--- src/rtl/gpio_irq_pkg.sv ---
package gpio_irq_pkg;

  localparam logic [1:0] TRIG_LOW  = 2'd0;
  localparam logic [1:0] TRIG_HIGH = 2'd1;
  localparam logic [1:0] TRIG_RISE = 2'd2;
  localparam logic [1:0] TRIG_FALL = 2'd3;

  typedef enum logic [2:0] {
    REG_DATA  = 3'd0,
    REG_DIR   = 3'd1,
    REG_PAD   = 3'd2,
    REG_CFGLO = 3'd3,
    REG_CFGHI = 3'd4,
    REG_MASK  = 3'd5,
    REG_STAT  = 3'd6,
    REG_EDGE  = 3'd7
  } regSel_t;

  typedef struct packed {
    logic    wrData;
    logic    wrDir;
    logic    wrCfgLo;
    logic    wrCfgHi;
    logic    wrMask;
    logic    wrStat;
    logic    wrEdge;
    logic    rdEn;
    regSel_t rdSel;
  } ctlStrobes_t;

endpackage

--- src/rtl/gpio_irq_ctrl_sync.sv ---
module gpio_irq_ctrl_sync #(
  parameter int W = 32
) (
  input  logic         clk,
  input  logic         rstN,
  input  logic [W-1:0] asyncIn,
  output logic [W-1:0] syncOut
);
  logic [W-1:0] stage1;

  always_ff @(posedge clk) begin
    if (!rstN) begin
      stage1  <= '0;
      syncOut <= '0;
    end else begin
      stage1  <= asyncIn;
      syncOut <= stage1;
    end
  end
endmodule

--- src/rtl/gpio_irq_ctrl_regctl.sv ---
module gpio_irq_ctrl_regctl
  import gpio_irq_pkg::*;
(
  input  logic        busReq,
  input  logic        busWr,
  input  logic [2:0]  busWordAddr,
  output ctlStrobes_t stb
);
  regSel_t sel;

  assign sel = regSel_t'(busWordAddr);

  always_comb begin
    stb = '0;
    if (busReq && busWr) begin
      case (sel)
        REG_DATA:  stb.wrData  = 1'b1;
        REG_DIR:   stb.wrDir   = 1'b1;
        REG_CFGLO: stb.wrCfgLo = 1'b1;
        REG_CFGHI: stb.wrCfgHi = 1'b1;
        REG_MASK:  stb.wrMask  = 1'b1;
        REG_STAT:  stb.wrStat  = 1'b1;
        REG_EDGE:  stb.wrEdge  = 1'b1;
        default:   ;
      endcase
    end
    stb.rdEn  = busReq && !busWr;
    stb.rdSel = sel;
  end
endmodule

--- src/rtl/gpio_irq_ctrl_datapath.sv ---
module gpio_irq_ctrl_datapath
  import gpio_irq_pkg::*;
#(
  parameter int NUM_PINS = 32
) (
  input  logic                clk,
  input  logic                rstN,
  input  ctlStrobes_t         stb,
  input  logic [NUM_PINS-1:0] wdata,
  input  logic [NUM_PINS-1:0] padIn,
  output logic [NUM_PINS-1:0] rdata,
  output logic                rvalid,
  output logic [NUM_PINS-1:0] padOut,
  output logic [NUM_PINS-1:0] padOe,
  output logic                irqLow,
  output logic                irqHigh
);
  localparam int HALF = NUM_PINS / 2;

  logic [NUM_PINS-1:0] dataReg, dirReg, cfgLoReg, cfgHiReg;
  logic [NUM_PINS-1:0] maskReg, statReg, edgeReg;
  logic [NUM_PINS-1:0] padSync, padPrev, hit, clrBits, pending, readMux;

  function automatic logic trigHit(input logic [1:0] code, input logic anyEdge,
                                   input logic cur, input logic prev);
    logic rise, fall;
    rise = cur & ~prev;
    fall = ~cur & prev;
    if (anyEdge) return rise | fall;
    case (code)
      TRIG_LOW:  return ~cur;
      TRIG_HIGH: return cur;
      TRIG_RISE: return rise;
      default:   return fall;
    endcase
  endfunction

  gpio_irq_ctrl_sync #(.W(NUM_PINS)) u_sync (
    .clk    (clk),
    .rstN   (rstN),
    .asyncIn(padIn),
    .syncOut(padSync)
  );

  for (genvar i = 0; i < NUM_PINS; i++) begin : g_pin
    if (i < HALF) begin : g_lo
      assign hit[i] = trigHit(cfgLoReg[2*i +: 2], edgeReg[i], padSync[i], padPrev[i]);
    end else begin : g_hi
      assign hit[i] = trigHit(cfgHiReg[2*(i-HALF) +: 2], edgeReg[i], padSync[i], padPrev[i]);
    end
  end

  assign clrBits = stb.wrStat ? wdata : '0;

  always_ff @(posedge clk) begin
    if (!rstN) begin
      dataReg  <= '0;
      dirReg   <= '0;
      cfgLoReg <= '0;
      cfgHiReg <= '0;
      maskReg  <= '0;
      statReg  <= '0;
      edgeReg  <= '0;
      padPrev  <= '0;
    end else begin
      if (stb.wrData)  dataReg  <= wdata;
      if (stb.wrDir)   dirReg   <= wdata;
      if (stb.wrCfgLo) cfgLoReg <= wdata;
      if (stb.wrCfgHi) cfgHiReg <= wdata;
      if (stb.wrMask)  maskReg  <= wdata;
      if (stb.wrEdge)  edgeReg  <= wdata;
      statReg <= (statReg & ~clrBits) | hit;
      padPrev <= padSync;
    end
  end

  always_comb begin
    case (stb.rdSel)
      REG_DATA:  readMux = (dataReg & dirReg) | (padSync & ~dirReg);
      REG_DIR:   readMux = dirReg;
      REG_PAD:   readMux = padSync;
      REG_CFGLO: readMux = cfgLoReg;
      REG_CFGHI: readMux = cfgHiReg;
      REG_MASK:  readMux = maskReg;
      REG_STAT:  readMux = statReg;
      default:   readMux = edgeReg;
    endcase
  end

  always_ff @(posedge clk) begin
    if (!rstN) begin
      rdata  <= '0;
      rvalid <= 1'b0;
    end else begin
      rdata  <= stb.rdEn ? readMux : '0;
      rvalid <= stb.rdEn;
    end
  end

  assign pending = statReg & maskReg;
  assign irqLow  = |pending[HALF-1:0];
  assign irqHigh = |pending[NUM_PINS-1:HALF];
  assign padOut  = dataReg;
  assign padOe   = dirReg;
endmodule

--- src/rtl/gpio_irq_ctrl.sv ---
module gpio_irq_ctrl
  import gpio_irq_pkg::*;
#(
  parameter int NUM_PINS = 32
) (
  input  logic                clk,
  input  logic                rstN,
  input  logic                busReq,
  input  logic                busWr,
  input  logic [2:0]          busWordAddr,
  input  logic [NUM_PINS-1:0] busWdata,
  output logic [NUM_PINS-1:0] busRdata,
  output logic                busRvalid,
  input  logic [NUM_PINS-1:0] padIn,
  output logic [NUM_PINS-1:0] padOut,
  output logic [NUM_PINS-1:0] padOe,
  output logic                irqLow,
  output logic                irqHigh
);
  ctlStrobes_t stb;

  gpio_irq_ctrl_regctl u_ctl (
    .busReq     (busReq),
    .busWr      (busWr),
    .busWordAddr(busWordAddr),
    .stb        (stb)
  );

  gpio_irq_ctrl_datapath #(.NUM_PINS(NUM_PINS)) u_dp (
    .clk    (clk),
    .rstN   (rstN),
    .stb    (stb),
    .wdata  (busWdata),
    .padIn  (padIn),
    .rdata  (busRdata),
    .rvalid (busRvalid),
    .padOut (padOut),
    .padOe  (padOe),
    .irqLow (irqLow),
    .irqHigh(irqHigh)
  );
endmodule

--- config.mk ---
export PLATFORM = sky130hd
export DESIGN_NAME = gpio_irq_ctrl
export DESIGN_NICKNAME = d
export VERILOG_FILES = /design/src/rtl/gpio_irq_pkg.sv /design/src/rtl/gpio_irq_ctrl_sync.sv /design/src/rtl/gpio_irq_ctrl_regctl.sv /design/src/rtl/gpio_irq_ctrl_datapath.sv /design/src/rtl/gpio_irq_ctrl.sv
export SDC_FILE = /design/constraint.sdc
export NUM_CORES = 1
export LEC_CHECK = 0
export ABC_AREA = 1
export CELL_PAD_IN_SITES_DETAIL_PLACEMENT = 1
export CELL_PAD_IN_SITES_GLOBAL_PLACEMENT = 2
export CORE_UTILIZATION = 29
export CTS_CLUSTER_DIAMETER = 120
export DETAILED_ROUTE_END_ITERATION = 12
export PLACE_DENSITY = 0.85
export SLEW_MARGIN = 10
export SYNTH_ARGS = -nofsm -noshare
export SYNTH_HDL_FRONTEND = slang
export SYNTH_SLANG_ARGS = --single-unit
--- constraint.sdc ---
create_clock -name clk -period 1.2 [get_ports clk]
set_clock_uncertainty 0.05 [all_clocks]
set_input_delay 0.24 -clock clk [delete_from_list [all_inputs] [get_ports clk]]
set_output_delay 0.24 -clock clk [all_outputs]
set_load 0.02 [all_outputs]
======== Yosys cells after proc, flatten, opt, wreduce, memory -nomap -nowiden ========
Index checks and enable logic that the tools add are counted.
cells by class
  bitwise gates (word level) .............. 168
  equal/unequal tests ..................... 71
  multiplexer cells ....................... 138
  reduce and logical (&&, ||, !) cells .... 39
operators with widths
  operator              number
  $pmux W32 S7          1
  $and A32 B32 Y32      4
  $mux W1               103
  $pmux W1 S3           32
  $and A1 B1 Y1         64
  $eq A2 B1 Y1 const B  32
  $eq A2 B2 Y1 const B  32
  $logic_not A2 Y1      32
  $not A1 Y1            64
  $not A32 Y32          2
  $or A32 B32 Y32       2
  $mux W32              1
  $or A1 B1 Y1          32
  $reduce_or A16 Y1     2
  $eq A3 B3 Y1 const B  4
  $mux W7               1
  $eq A3 B2 Y1 const B  2
  $eq A3 B1 Y1 const B  1
  $logic_not A3 Y1      1
  $logic_and A1 B1 Y1   2
  $reduce_and A2 Y1     1
  $logic_not A1 Y1      1
storage, ports and cells
  register bits after elaboration ......... 353
  word-level logic and storage cells ...... 428
  output and inout port bits .............. 99
  input port bits ......................... 71

======== Logic depth before layout (Yosys ltp) ========
Gate-level depths: netlist of the first run.
  depth after elaboration ................. 7
  mapped depth ............................ 10
  gate-level depth less buffers ........... 10

======== Cells and area by module ========
From an unflattened synthesis of the first run, not the netlist that was laid out.
second synthesis, totals
  cells, all modules ...................... 2,308
  area total of the unflattened synthesis .. 16,664.7 um2
modules (own cells, without submodules)
  module                  cells an instance  instances  sequential area each (um2)  area an instance (um2)
  gpio_irq_ctrl_datapath  2,088              1          5,785.5                     14,726.6
  gpio_irq_ctrl_sync      199                1          1,281.2                     1,840.5
  gpio_irq_ctrl_regctl    21                 1          0.0                         97.6

======== Least setup slack after synthesis of the first run ========
No wires, ideal clock.
  kind .................................... input to register
  from .................................... input busWordAddr[0]
  to ...................................... register u_dp.edgeReg[23]
  arrival time ............................ 1.110 ns
  path slack .............................. -0.080 ns
  buffers on the path ..................... 3
  stages on the path ...................... 7
  required time ........................... 1.031 ns
  library setup time ...................... 0.119 ns
  cell sequence ........................... buf_6 > nand3_1 > or2_1 > buf_2 > buf_2 > o21ai_0 > a21oi_1
on the way
  word-level cells in the longest chain between the ends .. 3
RTL lines
  what                    RTL line                      RTL
  start: declaration      gpio_irq_ctrl.sv:10           input logic [2:0] busWordAddr,
  $eq A3 B3 Y1            gpio_irq_ctrl_regctl.sv:16    case (sel)
  $mux W1                 gpio_irq_ctrl_regctl.sv:16
  $mux W7                 gpio_irq_ctrl_regctl.sv:15    if (busReq && busWr) begin
  end signal: assignment  gpio_irq_ctrl_datapath.sv:71  if (stb.wrEdge) edgeReg <= wdata;
  end: declaration        gpio_irq_ctrl_datapath.sv:21  logic [NUM_PINS-1:0] maskReg, statReg, edgeReg;
Every way passes these cells.
A chain may end at the register's enable or synchronous reset.

======== Worst setup path in the final report of the first run ========
  from .................................... register u_dp.maskReg[31]
  to ...................................... output irqHigh
on the way
  word-level cells in the longest chain between the ends .. 2
RTL lines
  what                      RTL line                       RTL
  start: declaration        gpio_irq_ctrl_datapath.sv:21
  start signal: assignment  gpio_irq_ctrl_datapath.sv:70   if (stb.wrMask) maskReg <= wdata;
  $and A32 B32 Y32          gpio_irq_ctrl_datapath.sv:100  assign pending = statReg & maskReg;
  $reduce_or A16 Y1         gpio_irq_ctrl_datapath.sv:102  assign irqHigh = |pending[NUM_PINS-1:HALF];
  end: declaration          gpio_irq_ctrl.sv:18            output logic irqHigh
Every way passes these cells.

==> results.cfg, run 1 <==
[floorplan]
coreArea_sq_um = 56710
fp.dieH_microns = 242.5
io_pins = 170
num_rows = 87
die_w_microns = 242.5
start_util = 0.2957
die_area_sq_um = 58780

[sta]
setup_viol = 108
whs_ps = 24.17
rsz0062_at_grt = true
finalWorstSetupSlack_ps = -766.9
final-hold-violation-count = 0
clock.fmax_mhz = 508.4
post-route-period-util = 1.639
setup_tns_ps = -13130
worst_slew_pin_slew_ps = 438.5
slew_headroom = 0.7046
drv_slew = 0
post-route-min-period_ps = 1967

[clock_network]
clk_latency_ps = 580
cts_tree = built
clock_sinks = 353
path_clk_slew_ps = 60
cts_hold_buffers = 0
cts_buffer_depth = 3
cts-root-buf = clkbuf_16
cts_made_buffers = 42
htreeDepth = 2

[placement]
gp_congestion = 0.8843
hpwl_microns = 51750
port_buffers = 169

[worst_setup_path]
crit_buf_inv = 2
cp_top_family = flip-flops
start_kind = register
cp_cell_sequence = a22o_1, nor3_2, buf_4, nand2_4, buf_6
cp.required_ps = 910
worstPathArrival_ps = 1680
cp_slowest_cell = dfxtp_2
slowest_delay_ps = 320
reg2reg_slack_ps = -80
critical_path_class = reg2out
worstPathMaxFanout = 2
critPathCaptureType = primary output

[synthesis]
ys_ff_latch = 353
synth_seq_area_share = 0.4215
ys.flop_type = dfxtp_1
syn_avg_cell_area_sq_um = 6.937
syn-num-nets = 2552
yosys.cell_types.count = 27
async_flop_share = 0
synth_cells = 2417
ys_warn_count = 0
synth_edf_count = 0
syn_area_sq_um = 16770

[grt]
overflow = 0
grtUsageTotal = 0.2457
grt_max_degree = 87
antenna_found_initial = 1
grt_pass1_wl_microns = 113200
grt_pass1_vias = 19460

[routing]
drt_iter0_markers = 1132
route.detailed.drc = 0
wirelength_microns = 74600
wl_per_cell_microns = 20.44
ant_nets = 0
vias = 18590
viasPerCell = 5.094
first_pass_iters = 5

[finish]
antenna_cells = 0
layout.cells.most_common = nand2_1
mostFrequentLayoutCells = nand2_1, buf_4, inv_1, dfxtp_1, a21oi_1
fin_nets = 2997
syn_to_final_growth_pct = 52.63
fin_util = 0.4513
multi_input_area_sq_um = 8991
seqCellArea_sq_um = 7388
fill_cells = 6752
drive_gt1_frac = 0.3652

[status]
status = finished with violations
violations = setup timing

[worst_hold_path]
hp-class = in2reg

[power_and_ir_drop]
power.leakage_uw = 0.01149
powerDensity_nw_per_um2 = 1177
ir_drop_uv = 973.3

[flow_run]
drv_cap = 0
state kept, by name, summed over array words and instances, names as in the netlist:
signal / flops
u_dp.u_sync.syncOut: 32
u_dp.maskReg: 32
u_dp.padOe: 32
u_dp.statReg: 32
u_dp.rdata: 32
u_dp.u_sync.stage1: 32
u_dp.rvalid: 1
u_dp.padOut: 32
u_dp.edgeReg: 32
u_dp.cfgLoReg: 32
u_dp.cfgHiReg: 32
u_dp.padPrev: 32
layout make-up:
| class | count | share of cell area |
|---|---|---|
| flip-flops and latches | 353 | 0.2887 |
| clock inverters | 19 | 0.01002 |
| inverters | 359 | 0.05578 |
| repair buffers | 546 | 0.2100 |
| clock buffers | 57 | 0.04723 |
| well taps | 756 | 0.03696 |
| multi-input cells | 1560 | 0.3513 |
path summary, 6_finish.rpt:
path / startpoint / endpoint / depth (start not counted)
max: u_dp.maskReg[31] / irqHigh / 5
min: rstN / u_dp.u_sync.stage1[0] / 4
max reg2reg: u_dp.u_sync.syncOut[14] / u_dp.statReg[14] / 10
min reg2reg: u_dp.u_sync.stage1[27] / u_dp.u_sync.syncOut[27] / 2
cell families after synthesis:
family	Yosys count	synth area share
AND/OR/NAND/NOR	1042	0.2734
buffers and inverters	504	0.1210
AO/OA/AOI/OAI	454	0.1364
flip-flops	353	0.4215
adder cells (fa/ha/maj)	64	0.04776
metrics by stage:
stage / instances / power [uW] / instance area (sq um) / setup slack (ps)
floorplan: 2417 / 14020 / 16840 / -27.82
detailed placement: 3548 / 16070 / 21950 / -859.8
global placement: 3548 / 15960 / 21950 / -805.8
CTS: 3642 / 30110 / 24570 / -849.4
finish: 3650 / 30130 / 25590 / -766.9
global route: 3650 / 31110 / 25590 / -803.6
report_power, final:
group	internal [uW]	leakage [uW]	switching [uW]
Combinational	1700	0.00779	2220
Sequential	12100	0.00297	337
Clock	8360	0.000732	5460
Total	22100	0.0115	8020
timing repair:
item	4_1_cts	5_1_grt
resized for setup	969	294
pin swaps	51	150
setup endpoints to repair	319	226
cloned	2	0
setup buffers	21	17
synth_stat cells, types with 3 or more instances:
master	number	share of area
buf_2	54	0.016
or2_2	32	0.012
dfxtp_1	353	0.42
o21ai_0	228	0.068
inv_1	356	0.080
o21ai_1	29	0.0087
a22o_1	3	0.0016
buf_4	8	0.0036
buf_6	5	0.0034
clkbuf_1	69	0.015
nand2_1	575	0.13
buf_1	8	0.0018
nor2_1	129	0.029
nand3_1	164	0.049
a21oi_1	193	0.058
nand4_1	131	0.049
ha_1	64	0.048
inv_2	3	0.00067
layer usage:
layer,wire length (microns),up-vias,track usage
li1,-,8667,-
met2,36540,525,0.4315
met5,0,-,0
met1,31610,9259,0.3075
met3,3825,141,0.03024
met4,2629,0,0.08507
worst register-to-register path, stage by stage (launching register included):
cell and delay (ps):
dfxtp_4 400, inv_6 70, ha_4 150, inv_2 50, nand2_2 50, nand2_2 80, nand2_2 50, nand3_2 70
nand3_2 90, nand2_1 80, inv_1 40
No activity file was read; power rests on OpenSTA's default activity.
==> run 2: changes to the inputs <==
--- a/config.mk
+++ b/config.mk
@@ -8,9 +8,12 @@
 export ABC_AREA = 1
 export CELL_PAD_IN_SITES_DETAIL_PLACEMENT = 1
 export CELL_PAD_IN_SITES_GLOBAL_PLACEMENT = 2
+export CORE_ASPECT_RATIO = 0.9
 export CORE_UTILIZATION = 29
 export CTS_CLUSTER_DIAMETER = 120
 export DETAILED_ROUTE_END_ITERATION = 12
+export GPL_TIMING_DRIVEN = 0
+export MAX_ROUTING_LAYER = met4
 export PLACE_DENSITY = 0.85
 export SLEW_MARGIN = 10
 export SYNTH_ARGS = -nofsm -noshare
==> run 2 against run 1 <==
Against the previous run: the run still ends with setup timing left; maximum frequency decreased by 1.9%; die area about the same; via count decreased by 0.45%; sequential cell count unchanged; register-to-register slack about the same; critical path type unchanged; largest cell class unchanged.
==> results.cfg, run 2 (synthesis results as in run 1) <==
[clock_network]
path_clk_slew_ps = 60
cts_tree = built
cts_hold_buffers = 0
cts_buffer_depth = 3
htreeDepth = 2
cts-root-buf = clkbuf_16
cts_made_buffers = 42
clock_sinks = 353
clk_latency_ps = 580

[worst_setup_path]
ff2ff_path_depth = 10
critical_path_class = reg2out
cp_cell_sequence = a22o_1, nor3_2, nand2_1, buf_6
start_kind = register
worstPathMaxFanout = 2
critPathCaptureType = primary output
reg2reg_slack_ps = -70
slowest_delay_ps = 350
r2r_start = u_dp.u_sync.syncOut[11]
cp.required_ps = 910
worstPathArrival_ps = 1710
cp_slowest_cell = dfxtp_2
r2r-end = u_dp.statReg[11]

[status]
violations = setup timing
status = finished with violations

[routing]
vias = 18510
wirelength_microns = 82190
viasPerCell = 5.189
drt_iter0_markers = 1282
route.detailed.drc = 0
first_pass_iters = 5
wl_per_cell_microns = 23.04
ant_nets = 0

[grt]
overflow = 0
grt_pass1_vias = 19000
antenna_found_initial = 1
grtUsageTotal = 0.2782
grt_max_degree = 14
grt_pass1_wl_microns = 119800

[sta]
post-route-period-util = 1.670
setup_tns_ps = -12900
worst_slew_pin_slew_ps = 650.5
final-hold-violation-count = 0
rsz0062_at_grt = true
post-route-min-period_ps = 2004
finalWorstSetupSlack_ps = -804.0
setup_viol = 111
drv_slew = 0
slew_headroom = 0.5650
clock.fmax_mhz = 499.0

[power_and_ir_drop]
powerDensity_nw_per_um2 = 1197
switching_share = 0.2804
power.leakage_uw = 0.01072
p_int_uw = 21020
pwr-share-clk = 0.450
combinationalPowerShare = 0.125
power_uw = 29210
ir_drop_uv = 783.9
seqPwrFrac = 0.426
p_switching_uw = 8192

[finish]
drive_gt1_frac = 0.3451
syn_to_final_growth_pct = 45.58
antenna_cells = 0
final_area_sq_um = 24410
fin_util = 0.4274
mostFrequentLayoutCells = nand2_1, inv_1, dfxtp_1, a21oi_1, o21ai_0
fin_nets = 2908
layout.cells.most_common = nand2_1

[placement]
hpwl_microns = 58320
gp_congestion = 0.9596
place_area_sq_um = 19480
port_buffers = 168

[floorplan]
num_rows = 83
io_pins = 170
die_area_sq_um = 58790
die_w_microns = 255.5
coreArea_sq_um = 57120
fp.dieH_microns = 230.1
start_util = 0.2936

[flow_run]
drv_cap = 0

[worst_hold_path]
min_to = u_dp.u_sync.stage1[2]
worstHoldStart = padIn[2]
hp-class = in2reg
hold_path_depth = 3
==> run 2: cell count changes in the layout (fill, tap and decap cells not counted), sizes merged <==
cell and delta:
bufinv -3, nand4 +1, clkinvlp +6, clkbuf +63, clkinv -3, buf -152, bufbuf -2, inv -2
==> run 2: metal layers <==
layer  vias to the layer above  global-route usage  wire length (microns)
li1                       8518                   -                      -
met1                      9116              0.3452                  35200
met2                       670              0.4541                  38920
met3                       205             0.03968                   4972
met4                         0              0.1115                   3089
met5                         -                   -                      0
==> run 2: worst max-delay path: cells and delay by family, from the launching register on <==
kind	cells	cell delay, ps
flops	1	350
buf+inv	1	150
compound gates	1	220
simple gates	2	420
==> run 2: power groups by stage <==
stage	logic, uW	clock network, uW	registers (uW)
2_1_floorplan	1400	0	12600
3_3_place_gp	2770	0	12700
3_5_place_dp	2850	0	12700
4_1_cts	3320	13300	12400
5_1_grt	3880	13800	12500
6_report	3650	13100	12400
==> run 2: final cells by class <==
class | count | area, sq um
Tap cell | 765 | 957.2
Sequential cell | 353 | 7442
Clock buffer | 56 | 1195
Timing Repair Buffer | 314 | 3020
Multi-Input combinational cell | 1561 | 9020
Clock inverter | 17 | 180.2
Buffer | 142 | 1146
Inverter | 359 | 1449
Fill cell | 6862 | 32710
==> run 2: worst max-delay path by stage <==
stage                                    to             start  cells after the start
after floorplan           u_dp.cfgHiReg[10]    busWordAddr[1]                      6
after global placement      u_dp.padPrev[4]              rstN                      6
after detailed placement    u_dp.padPrev[4]              rstN                      6
after CTS                           irqHigh  u_dp.statReg[19]                      4
after global routing                irqHigh  u_dp.maskReg[18]                      4
final                               irqHigh  u_dp.statReg[18]                      4
==> run 2: through the flow <==
step,hold WS (ps),instances,setup slack [ps]
6_report,141.2,3567,-804.0
5_1_grt,140.5,3567,-827.9
4_1_cts,120.8,3537,-769.1
3_5_place_dp,349.0,3350,-1937
3_3_place_gp,345.2,3350,-1934
2_1_floorplan,287.6,2417,-27.82
==> run 2: timing repair <==
item / in CTS / in global routing
setup buffers: 115 / 33
setup endpoints to repair: 452 / 317
endpoints found under the hold margin: 0 / 0
gates cloned: 1 / 2
pin swaps: 39 / 137
gates resized for setup: 1118 / 365
==> run 3: changes to the inputs <==
--- a/config.mk
+++ b/config.mk
@@ -5,11 +5,11 @@
 export SDC_FILE = /design/constraint.sdc
 export NUM_CORES = 1
 export LEC_CHECK = 0
-export ABC_AREA = 1
+export ABC_AREA = 0
 export CELL_PAD_IN_SITES_DETAIL_PLACEMENT = 1
 export CELL_PAD_IN_SITES_GLOBAL_PLACEMENT = 2
 export CORE_ASPECT_RATIO = 0.9
-export CORE_UTILIZATION = 29
+export CORE_UTILIZATION = 32
 export CTS_CLUSTER_DIAMETER = 120
 export DETAILED_ROUTE_END_ITERATION = 12
 export GPL_TIMING_DRIVEN = 0
==> run 3 against run 2 <==
Against the previous run: the flow still finishes with violations (setup timing); worst setup slack got worse by 140 ps; register-to-register slack worse by 160 ps; cell count fell by 22%; first-iteration DRC count fell by 17%; worst hold slack worse by 47 ps; critical path type unchanged; largest power group unchanged.
==> results.cfg, run 3 <==
[clock_network]
clk_latency_ps = 560
cts_hold_buffers = 0
cts_buffer_depth = 3
cts-root-buf = clkbuf_16
clock_sinks = 353
cts_made_buffers = 40
cts_tree = built
path_clk_slew_ps = 70
htreeDepth = 2

[synthesis]
yosys-top-cells-count = nand2_1, dfxtp_1, a21boi_1, and2_1, a21boi_0
async_flop_share = 0
syn-num-nets = 1944
ys.flop_type = dfxtp_1
ys_ff_latch = 353
syn_avg_cell_area_sq_um = 8.964
synth_area_leaders = dfxtp_1, nand2_1, a21boi_1
syn_area_sq_um = 16220
synth_seq_area_share = 0.4358
ys_warn_count = 0
yosys.cell_types.count = 43
synth_cells = 1809
netlist.area_leader.share = 0.4358
synth_edf_count = 0
synth.most_common_cell = nand2_1
yosysTopAreaCell = dfxtp_1

[grt]
grt_pass1_wl_microns = 103200
grtUsageTotal = 0.2766
grt_pass1_vias = 15980
overflow = 0
antenna_found_initial = 2
grt_max_degree = 14

[floorplan]
io_pins = 170
coreArea_sq_um = 49620
num_rows = 77
die_w_microns = 239.3
fp.dieH_microns = 215.6
die_area_sq_um = 51580
start_util = 0.3268

[routing]
route.detailed.drc = 0
wl_per_cell_microns = 24.96
viasPerCell = 5.456
ant_nets = 0
drt_iter0_markers = 1063
wirelength_microns = 69900
first_pass_iters = 5
vias = 15280

[power_and_ir_drop]
ir_drop_uv = 732.4
power_uw = 27660
power.leakage_uw = 0.008051
powerDensity_nw_per_um2 = 1219

[worst_setup_path]
worstPathMaxFanout = 3
critical_path.endpoint = irqLow
start_kind = register
cp.required_ps = 910
critPathCaptureType = primary output
worstSetupStartpoint = u_dp.maskReg[15]
ff2ff_path_depth = 5
slowest_delay_ps = 340
reg2reg_slack_ps = -230
cp_cell_sequence = a22o_1, a221oi_2, nand4_1, buf_4
r2r_start = u_dp.padOe[16]
worstPathArrival_ps = 1850
critical_path_class = reg2out
cp_slowest_cell = dfxtp_1
r2r-end = u_dp.rdata[16]

[sta]
setup_viol = 159
post-route-min-period_ps = 2144
rsz0062_at_grt = true
clock.fmax_mhz = 466.4
final-hold-violation-count = 0
worst_slew_pin_slew_ps = 879.9
whs_ps = 94.37
slew_headroom = 0.4134
drv_slew = 0
finalWorstSetupSlack_ps = -944.1
post-route-period-util = 1.787

[flow_run]
drv_cap = 0

[finish]
drive_gt1_frac = 0.3879
fin_nets = 2235
syn_to_final_growth_pct = 39.88
layout.cells.most_common = nand2_1
mostFrequentLayoutCells = nand2_1, dfxtp_1, a21boi_1, buf_6, dfxtp_2

[placement]
port_buffers = 167
hpwl_microns = 49590
gp_congestion = 0.9206

[status]
violations = setup timing
status = finished with violations

[worst_hold_path]
hp-class = in2reg
==> run 3: changes by cell type after synthesis, sizes merged, moves of 33 or more <==
cell / change
nand2: -186
nand4: -131
nor2: -67
inv: -292
a21oi: -191
nand3: -164
o21ai: -224
a22oi: +64
a21boi: +224
and2: +99
nor2b: +33
a211oi: +60
==> run 3: kinds of logic after synthesis <==
family | share of synthesized area
AOI/OAI and AO/OA | 0.2532
muxes | 0.04136
buffers and inverters | 0.05455
adders and majority gates | 0.04938
xor gates and xnor gates | 0.0005402
DFF | 0.4358
and+or+nand+nor | 0.1652
==> run 3: where the power goes <==
group	internal, uW	switching, uW
Sequential	11900	409
Combinational	1240	1570
Clock	7310	5190
==> run 3: critical path: cells and delay by family (launching register included) <==
| kind | cells | cell delay (ps) |
|---|---|---|
| AOI/OAI and AO/OA | 2 | 480 |
| DFF | 1 | 340 |
| and+or+nand+nor | 1 | 240 |
| buffers and inverters | 1 | 230 |
==> run 3: how the worst min path moves through the flow <==
stage	start	slack [ps]	cells past startpoint	to
finish	busWordAddr[2]	90	5	u_dp.maskReg[31]
global route	busWordAddr[2]	90	5	u_dp.cfgHiReg[31]
CTS	busWordAddr[2]	110	5	u_dp.maskReg[31]
detailed placement	u_dp.u_sync.stage1[9]	370	1	u_dp.u_sync.syncOut[9]
global placement	u_dp.u_sync.stage1[16]	370	1	u_dp.u_sync.syncOut[16]
floorplan	padIn[0]	320	1	u_dp.u_sync.stage1[0]
==> run 3: what timing repair did <==
item                       4_1_cts  5_1_grt
cloned                           1        0
setup buffers                   76        9
pin swaps                      131       59
resized for setup             1068       72
setup endpoints to repair      442      257
==> run 3: through the flow <==
| stage | setup TNS (ps) | worst slack (ps) | util | cell area, sq um | cells |
|---|---|---|---|---|---|
| 4_1_cts | -19280 | -933.0 | 0.4519 | 22420 | 2791 |
| 3_3_place_gp | -347430 | -1492 | 0.3882 | 19260 | 2647 |
| 5_1_grt | -21800 | -958.8 | 0.4571 | 22680 | 2799 |
| 6_report | -17030 | -944.1 | 0.4572 | 22680 | 2800 |
| 3_5_place_dp | -356340 | -1449 | 0.3882 | 19260 | 2647 |
| 2_1_floorplan | -21010 | -197.2 | - | 16750 | 1809 |
==> run 3: cell type report <==
type | count | area, sq um
Antenna cell | 2 | 5.005
Buffer | 125 | 930.9
Clock buffer | 62 | 1245
Clock inverter | 7 | 62.56
Fill cell | 5553 | 26930
Inverter | 67 | 254.0
Multi-Input combinational cell | 1260 | 9354
Sequential cell | 353 | 7478
Tap cell | 671 | 839.6
Timing Repair Buffer | 253 | 2514
==> run 3: routing by layer <==
metal  track usage  up-vias  share of wire
li1              -     6893              -
met1        0.3564     7766           0.45
met2        0.4336      481           0.46
met3       0.04950      138          0.062
met4       0.09615        0          0.033
met5             -        -              0
